<file path="src/rtl/fbdesc_pkg.sv">
package fbdesc_pkg;

  // control strobes from the sequencer to the datapath
  typedef struct packed {
    logic load;
    logic capPitch;
    logic capYFar;
    logic capXFar;
    logic commit;
  } strobe_t;

  // coordinate code: 0 = origin, 1 = one step, 2 = far edge
  typedef struct packed {
    logic [1:0] xc;
    logic [1:0] yc;
  } pt_t;

  typedef struct packed {
    pt_t top;
    pt_t bot;
    pt_t eSrc;
    pt_t eDst;
    pt_t fSrc;
    pt_t fDst;
  } walk_t;

  localparam logic [1:0] C0 = 2'd0;
  localparam logic [1:0] C1 = 2'd1;
  localparam logic [1:0] CF = 2'd2;

  function automatic pt_t mk(logic [1:0] x, logic [1:0] y);
    pt_t p;
    p.xc = x;
    p.yc = y;
    return p;
  endfunction

  // rot: 0=0deg 1=90 2=180 3=270
  function automatic walk_t walkFor(logic [1:0] rot, logic mir);
    walk_t w;
    case ({rot, mir})
      3'b000: w = {mk(C0,C0), mk(CF,CF), mk(C0,C0), mk(C1,C0), mk(CF,C0), mk(C0,C1)};
      3'b001: w = {mk(CF,C0), mk(C0,CF), mk(C1,C0), mk(C0,C0), mk(C0,C0), mk(CF,C1)};
      3'b010: w = {mk(C0,CF), mk(CF,C0), mk(C0,C1), mk(C0,C0), mk(C0,C0), mk(C1,CF)};
      3'b011: w = {mk(CF,CF), mk(C0,C0), mk(C0,C1), mk(C0,C0), mk(C1,C0), mk(C0,CF)};
      3'b100: w = {mk(CF,CF), mk(C0,C0), mk(C1,C0), mk(C0,C0), mk(C0,C1), mk(CF,C0)};
      3'b101: w = {mk(C0,CF), mk(CF,C0), mk(C0,C0), mk(C1,C0), mk(CF,C1), mk(C0,C0)};
      3'b110: w = {mk(CF,C0), mk(C0,CF), mk(C0,C0), mk(C0,C1), mk(C1,CF), mk(C0,C0)};
      default: w = {mk(C0,C0), mk(CF,CF), mk(C0,C0), mk(C0,C1), mk(C0,CF), mk(C1,C0)};
    endcase
    return w;
  endfunction

endpackage

</file>
<file path="src/rtl/fbdesc_ctrl.sv">
module fbdesc_ctrl
  import fbdesc_pkg::*;
(
  input  logic    clk,
  input  logic    rst_n,
  input  logic    start,
  input  logic    cfgBad,
  output strobe_t stb,
  output logic    done,
  output logic    error
);

  typedef enum logic [2:0] {IDLE, MUL_PITCH, MUL_YFAR, MUL_XFAR, FINISH} state_t;
  state_t state;

  always_comb begin
    stb = '0;
    case (state)
      IDLE:      stb.load     = start && !cfgBad;
      MUL_PITCH: stb.capPitch = 1'b1;
      MUL_YFAR:  stb.capYFar  = 1'b1;
      MUL_XFAR:  stb.capXFar  = 1'b1;
      FINISH:    stb.commit   = 1'b1;
      default:   stb = '0;
    endcase
  end

  always_ff @(posedge clk or negedge rst_n) begin
    if (!rst_n) begin
      state <= IDLE;
      done  <= 1'b0;
      error <= 1'b0;
    end else begin
      done <= 1'b0;
      case (state)
        IDLE: if (start) begin
          if (cfgBad) begin
            done  <= 1'b1;
            error <= 1'b1;
          end else begin
            state <= MUL_PITCH;
          end
        end
        MUL_PITCH: state <= MUL_YFAR;
        MUL_YFAR:  state <= MUL_XFAR;
        MUL_XFAR:  state <= FINISH;
        FINISH: begin
          done  <= 1'b1;
          error <= 1'b0;
          state <= IDLE;
        end
        default: state <= IDLE;
      endcase
    end
  end

endmodule

</file>
<file path="src/rtl/fbdesc_dp.sv">
module fbdesc_dp
  import fbdesc_pkg::*;
#(
  parameter int AW = 32,
  parameter int DW = 16,
  parameter int SW = 8
) (
  input  logic          clk,
  input  logic          rst_n,
  input  strobe_t       stb,
  input  logic [AW-1:0] baseAddr,
  input  logic [DW-1:0] width,
  input  logic [DW-1:0] height,
  input  logic [DW-1:0] virtWidth,
  input  logic [SW-1:0] scaleX,
  input  logic [SW-1:0] scaleY,
  input  logic [1:0]    pixType,
  input  logic [8:0]    rotAngle,
  input  logic          mirror,
  input  logic          compatPad,
  output logic          cfgBad,
  output logic [AW-1:0] topAddr,
  output logic [AW-1:0] bottomAddr,
  output logic [DW-1:0] elemCount,
  output logic [DW-1:0] frameCount,
  output logic [AW-1:0] elemIndex,
  output logic [AW-1:0] frameIndex,
  output logic          dualIndex
);

  localparam int PW = AW + DW;

  // angle decode
  logic       angOk;
  logic [1:0] rotCode;
  always_comb begin
    angOk   = 1'b1;
    rotCode = 2'd0;
    case (rotAngle)
      9'd0:    rotCode = 2'd0;
      9'd90:   rotCode = 2'd1;
      9'd180:  rotCode = 2'd2;
      9'd270:  rotCode = 2'd3;
      default: angOk   = 1'b0;
    endcase
  end

  logic [DW-1:0] vwIn;
  assign vwIn   = (virtWidth == '0) ? width : virtWidth;
  assign cfgBad = (pixType == 2'd3) || !angOk || (vwIn < width);

  // latched configuration
  logic [AW-1:0] cBase;
  logic [DW-1:0] cW, cH, cVw;
  logic [SW-1:0] cXs, cYs;
  logic [1:0]    cShift, cRot;
  logic          cMir, cPad, cDual;

  always_ff @(posedge clk or negedge rst_n) begin
    if (!rst_n) begin
      cBase <= '0; cW <= '0; cH <= '0; cVw <= '0;
      cXs <= '0; cYs <= '0; cShift <= '0; cRot <= '0;
      cMir <= 1'b0; cPad <= 1'b0; cDual <= 1'b0;
    end else if (stb.load) begin
      cBase  <= baseAddr;
      cW     <= width;
      cH     <= height;
      cVw    <= vwIn;
      cXs    <= (scaleX == '0) ? SW'(1) : scaleX;
      cYs    <= (scaleY == '0) ? SW'(1) : scaleY;
      cShift <= pixType;
      cRot   <= rotCode;
      cMir   <= mirror;
      cPad   <= compatPad;
      cDual  <= (rotAngle != '0) || mirror || (virtWidth != '0)
                || (scaleX != '0) || (scaleY != '0);
    end
  end

  // shared multiplier
  logic [AW-1:0] rowPitch, yFar, xFar;
  logic [AW-1:0] mulA;
  logic [DW-1:0] mulB;
  logic [PW-1:0] prod;

  always_comb begin
    mulA = AW'(cXs);
    mulB = cW - DW'(1);
    if (stb.capPitch) begin
      mulA = AW'(cVw);
      mulB = DW'(cYs);
    end else if (stb.capYFar) begin
      mulA = rowPitch;
      mulB = cH - DW'(1);
    end
  end
  assign prod = PW'(mulA) * PW'(mulB);

  always_ff @(posedge clk or negedge rst_n) begin
    if (!rst_n) begin
      rowPitch <= '0; yFar <= '0; xFar <= '0;
    end else begin
      if (stb.capPitch) rowPitch <= prod[AW-1:0];
      if (stb.capYFar)  yFar     <= prod[AW-1:0];
      if (stb.capXFar)  xFar     <= prod[AW-1:0];
    end
  end

  // corner offsets in pixel units
  function automatic logic [AW-1:0] offOf(pt_t p, logic [AW-1:0] xs,
      logic [AW-1:0] xf, logic [AW-1:0] rp, logic [AW-1:0] yf);
    logic [AW-1:0] xv, yv;
    xv = (p.xc == C1) ? xs : (p.xc == CF) ? xf : '0;
    yv = (p.yc == C1) ? rp : (p.yc == CF) ? yf : '0;
    return xv + yv;
  endfunction

  walk_t         walk;
  logic [AW-1:0] xsW, esz;
  logic [AW-1:0] oTop, oBot, oES, oED, oFS, oFD;
  logic [AW-1:0] nTop, nBot, nEI, nFI;
  logic          padHit;

  assign walk = walkFor(cRot, cMir);
  assign xsW  = AW'(cXs);
  assign esz  = AW'(1) << cShift;
  assign oTop = offOf(walk.top,  xsW, xFar, rowPitch, yFar);
  assign oBot = offOf(walk.bot,  xsW, xFar, rowPitch, yFar);
  assign oES  = offOf(walk.eSrc, xsW, xFar, rowPitch, yFar);
  assign oED  = offOf(walk.eDst, xsW, xFar, rowPitch, yFar);
  assign oFS  = offOf(walk.fSrc, xsW, xFar, rowPitch, yFar);
  assign oFD  = offOf(walk.fDst, xsW, xFar, rowPitch, yFar);

  assign padHit = cPad && (cShift == 2'd2) && (cRot == 2'd0) && !cMir;
  assign nTop = cBase + (oTop << cShift);
  assign nBot = cBase + (oBot << cShift) + (padHit ? AW'(2) : '0);
  assign nEI  = ((oED - oES) << cShift) - esz + AW'(1);
  assign nFI  = ((oFD - oFS) << cShift) - esz + AW'(1);

  always_ff @(posedge clk or negedge rst_n) begin
    if (!rst_n) begin
      topAddr <= '0; bottomAddr <= '0; elemCount <= '0; frameCount <= '0;
      elemIndex <= '0; frameIndex <= '0; dualIndex <= 1'b0;
    end else if (stb.commit) begin
      topAddr    <= nTop;
      bottomAddr <= nBot;
      elemCount  <= cRot[0] ? cH : cW;
      frameCount <= cRot[0] ? cW : cH;
      elemIndex  <= nEI;
      frameIndex <= nFI;
      dualIndex  <= cDual;
    end
  end

endmodule

</file>
<file path="src/rtl/fbdesc_calc.sv">
module fbdesc_calc
  import fbdesc_pkg::*;
#(
  parameter int AW = 32,
  parameter int DW = 16,
  parameter int SW = 8
) (
  input  logic          clk,
  input  logic          rst_n,
  input  logic          start,
  input  logic [AW-1:0] baseAddr,
  input  logic [DW-1:0] width,
  input  logic [DW-1:0] height,
  input  logic [DW-1:0] virtWidth,
  input  logic [SW-1:0] scaleX,
  input  logic [SW-1:0] scaleY,
  input  logic [1:0]    pixType,
  input  logic [8:0]    rotAngle,
  input  logic          mirror,
  input  logic          compatPad,
  output logic          done,
  output logic          error,
  output logic [AW-1:0] topAddr,
  output logic [AW-1:0] bottomAddr,
  output logic [DW-1:0] elemCount,
  output logic [DW-1:0] frameCount,
  output logic [AW-1:0] elemIndex,
  output logic [AW-1:0] frameIndex,
  output logic          dualIndex
);

  strobe_t stb;
  logic    cfgBad;

  fbdesc_ctrl u_ctrl (
    .clk(clk), .rst_n(rst_n), .start(start), .cfgBad(cfgBad),
    .stb(stb), .done(done), .error(error)
  );

  fbdesc_dp #(.AW(AW), .DW(DW), .SW(SW)) u_dp (
    .clk(clk), .rst_n(rst_n), .stb(stb),
    .baseAddr(baseAddr), .width(width), .height(height),
    .virtWidth(virtWidth), .scaleX(scaleX), .scaleY(scaleY),
    .pixType(pixType), .rotAngle(rotAngle), .mirror(mirror),
    .compatPad(compatPad), .cfgBad(cfgBad),
    .topAddr(topAddr), .bottomAddr(bottomAddr),
    .elemCount(elemCount), .frameCount(frameCount),
    .elemIndex(elemIndex), .frameIndex(frameIndex),
    .dualIndex(dualIndex)
  );

endmodule

</file>
<file path="config.mk">
export PLATFORM = sky130hd
export DESIGN_NAME = fbdesc_calc
export DESIGN_NICKNAME = d
export VERILOG_FILES = /design/src/rtl/fbdesc_pkg.sv /design/src/rtl/fbdesc_ctrl.sv /design/src/rtl/fbdesc_dp.sv /design/src/rtl/fbdesc_calc.sv
export SDC_FILE = /design/constraint.sdc
export NUM_CORES = 2
export LEC_CHECK = 0
export BUFFER_PORTS_ARGS = -buffer_cell sky130_fd_sc_hd__buf_2
export CORE_UTILIZATION = 52
export CTS_BUF_LIST = sky130_fd_sc_hd__clkbuf_8 sky130_fd_sc_hd__clkbuf_16
export CTS_CLUSTER_SIZE = 25
export DETAILED_ROUTE_END_ITERATION = 8
export PLACE_DENSITY_LB_ADDON = 0.3
export REMOVE_ABC_BUFFERS = 1
export SYNTH_ARGS = -nofsm -noshare
export SYNTH_HDL_FRONTEND = slang
export SYNTH_SLANG_ARGS = --single-unit
</file>
<file path="constraint.sdc">
create_clock -name clk -period 17.9 [get_ports clk]
set_clock_uncertainty 0.05 [all_clocks]
set_input_delay 1.79 -clock clk [delete_from_list [all_inputs] [get_ports clk]]
set_output_delay 1.79 -clock clk [all_outputs]
set_load 0.05 [all_outputs]
</file>
==> metrics.yaml <==
worstMarginPinSlew_ns: 1.15
clk_latency_ns: 0.64
crit_type: "reg -> reg"
cts_tree: "built"
syn_inst: 5641
avgSynthCellArea_sq_um: 8.23
fillers: 8171
placed_area_sq_mm: 0.0487
wirelength_mm: 136
htree_levels: 2
grtUsageMet3_pct: 3.82
firstDrtPassIters: 6
use_met2_pct: 49.7
syn_area_sq_mm: 0.0464
max_stage_delay_ns: 0.69
grt_pass1_vias: 39300
grt_pass1_wl_mm: 215
min_path_cells: 2
num_rows: 109
io_buffers: 274
final_max_slew_viol_count: 0
cp.arrival_ns: 10.25
cts_buffers: 44
post-route-period-util_pct: 55.0
startpoint: "u_ctrl.state[2]"
yosys_warnings: 0
routed-via-count: 40300
drc: 0
synth-async-reset-ratio_pct: 100
fin_crit_ns: 9.85
cts_num_sinks: 365
post-cts-setup-buffers: 0
coreArea_sq_mm: 0.0884
grt_busiest_layer: "met2"
synth_area_leaders: "dfrtp_1 (20%), fa_1 (17%), ha_1 (11%), nand2_1 (7.1%), o21ai_0 (4.5%)"
design_area_sq_mm: 0.0503
grt_usage_pct: 30.1
slew_headroom_pct: 22.7
rsz0062_at_grt: "false"
multi_input_area_sq_mm: 0.0342
antenna_found_initial: 2
worstPathRequired_ns: 18.30
routedWlPerCell_um: 19.5
grt_max_degree: 148
nets: 6631
grt_overflow: 0
reg2reg_depth: 30
gp_congestion: 0.977
fmax_mhz: 102
io_pins: 275
dp_hpwl_mm: 106
finalSetupViolCount: 0
clockBufferDepth: 3
start_util_pct: 52.5
synth_cell_type_count: 84
status: "completed"
cts_resized: 0
ys_seq_area_share_pct: 19.7
syn_to_final_growth_pct: 8.36
yosys.area.top_type: "dfrtp_1"
reg2reg_from: "u_ctrl.state[2]"
met1_usage_pct: 40.4
dieHeight_um: 301
min-delay-start: "u_dp.frameIndex[16]"
crit_path_end_kind: "flop"
min_to: "u_dp.frameIndex[16]"
diodes: 0
r2r_slack_ns: 8.05
drt-initial-drc-count: 2787
die_x_um: 301
ant_nets: 0
drive_above_1_share_pct: 8.60
cp_max_fo: 83
reg2reg_to: "u_dp.yFar[30]"
synth_edf_count: 0
hold_viol: 0
clkTransAtPathRegs_ns: 0.06
ys_seq_elements: 365
synth-main-ff-cell: "dfrtp_1"
hold_buffers: 0
cp_slowest_cell: "buf_4"
start_kind: "flop"
setup_tns_ns: 0
clock-root-buffer: "clkbuf_16"
die_area_sq_mm: 0.0905
yosysTopAreaCellShare_pct: 19.7
via_per_inst: 5.81
hp-class: "reg -> reg"
cap_violations: 0
crit_top_cell: "fa_1"
regArea_sq_mm: 0.00914
==> registers in the layout, summed over array words and instances, names as in the netlist, 32 cells and up <==
register / cells
u_dp.topAddr: 32
u_dp.elemIndex: 32
u_dp.frameIndex: 32
u_dp.rowPitch: 32
u_dp.yFar: 32
u_dp.bottomAddr: 32
u_dp.xFar: 32
u_dp.cBase: 32
==> cell usage after synthesis, types with 58 or more instances <==
cell type	number
nor2b_1	58
dfrtp_1	365
a22o_1	89
and2_1	172
inv_1	543
mux2i_1	175
o21ai_0	413
nor3_1	63
ha_1	394
nand3_1	101
nor2_1	340
fa_1	389
a21oi_1	320
and3_1	63
xnor2_1	179
nand2_1	881
xor2_1	113
clkbuf_1	244
a21o_1	163
==> worst max-delay path, delay by kind of cell, from the launching register on <==
kind | cells | cell delay [ns]
compound gates | 11 | 2.85
xor+xnor | 2 | 0.41
fa+ha+maj | 7 | 3.26
buf+inv | 4 | 0.84
flops | 1 | 0.68
simple gates | 6 | 1.55
==> area by class of cell <==
class / count / area share [%]
Tap cell: 1165 / 2.90
Multi-Input combinational cell: 4445 / 68.1
Sequential cell: 365 / 18.2
Inverter: 545 / 4.07
Clock inverter: 26 / 0.644
Timing Repair Buffer: 335 / 3.68
Clock buffer: 54 / 2.48
==> placed cells by master (no fill, tap or decap), types with 22 or more instances in the layout <==
master / count
nand2b_1: 50
buf_4: 60
a31oi_1: 27
nor3_1: 63
nor2b_1: 58
o211ai_1: 22
a22o_1: 89
a22oi_1: 29
nand2_1: 878
o21a_1: 39
a21oi_1: 320
dfrtp_1: 362
and3_1: 63
clkbuf_16: 45
a211oi_1: 36
xnor2_1: 178
nand3_1: 101
inv_1: 546
mux2_2: 30
mux2i_1: 175
fa_1: 389
nand4_1: 23
and2_1: 172
xor2_1: 112
nor2_1: 340
ha_1: 392
o21ai_0: 413
o21bai_1: 27
buf_2: 273
a21o_1: 163
==> per-layer routing <==
layer | part of all wire, % | vias up | wire (um)
li1 | - | 19200 | -
met1 | 44 | 19500 | 59200
met2 | 46 | 1264 | 62300
met3 | 6.3 | 235 | 8560
met4 | 4.0 | 2 | 5430
met5 | 0.0081 | - | 11
==> stage by stage <==
step           worst slack (ns)  instances  hold slack [ns]  util, %
2_1_floorplan              7.58       5355            0.390        -
3_3_place_gp               8.32       6855            0.397     55.1
3_5_place_dp               8.12       6855            0.403     55.1
4_1_cts                    8.09       6935            0.417     56.9
5_1_grt                    7.40       6935            0.444     56.9
6_report                   8.05       6935            0.413     56.9
==> cell families (layout without fill, tap and decap cells) <==
kind of cell	count (synthesis)	in the layout	synth area share [%]
AO/OA/AOI/OAI	1319	1319	17.9
buffers and inverters	831	960	6.75
XOR/XNOR	296	296	5.70
adder cells (fa/ha/maj)	783	783	27.4
AND/OR/NAND/NOR	1838	1838	17.9
flip-flops	365	365	19.7
multiplexers	209	209	4.69
==> worst max-delay path by stage <==
stage	to	slack, ns	depth (start not counted)
3_3_place_gp	u_dp.yFar[30]	8.32	30
6_report	u_dp.yFar[30]	8.05	30
2_1_floorplan	u_dp.rowPitch[30]	7.58	29
3_5_place_dp	u_dp.yFar[30]	8.12	30
4_1_cts	u_dp.yFar[30]	8.09	30
5_1_grt	u_dp.rowPitch[30]	7.40	30
Power is left out: the tool's default activity adds up to more than one toggle a clock period on the data nets, which glitch-free logic cannot reach.
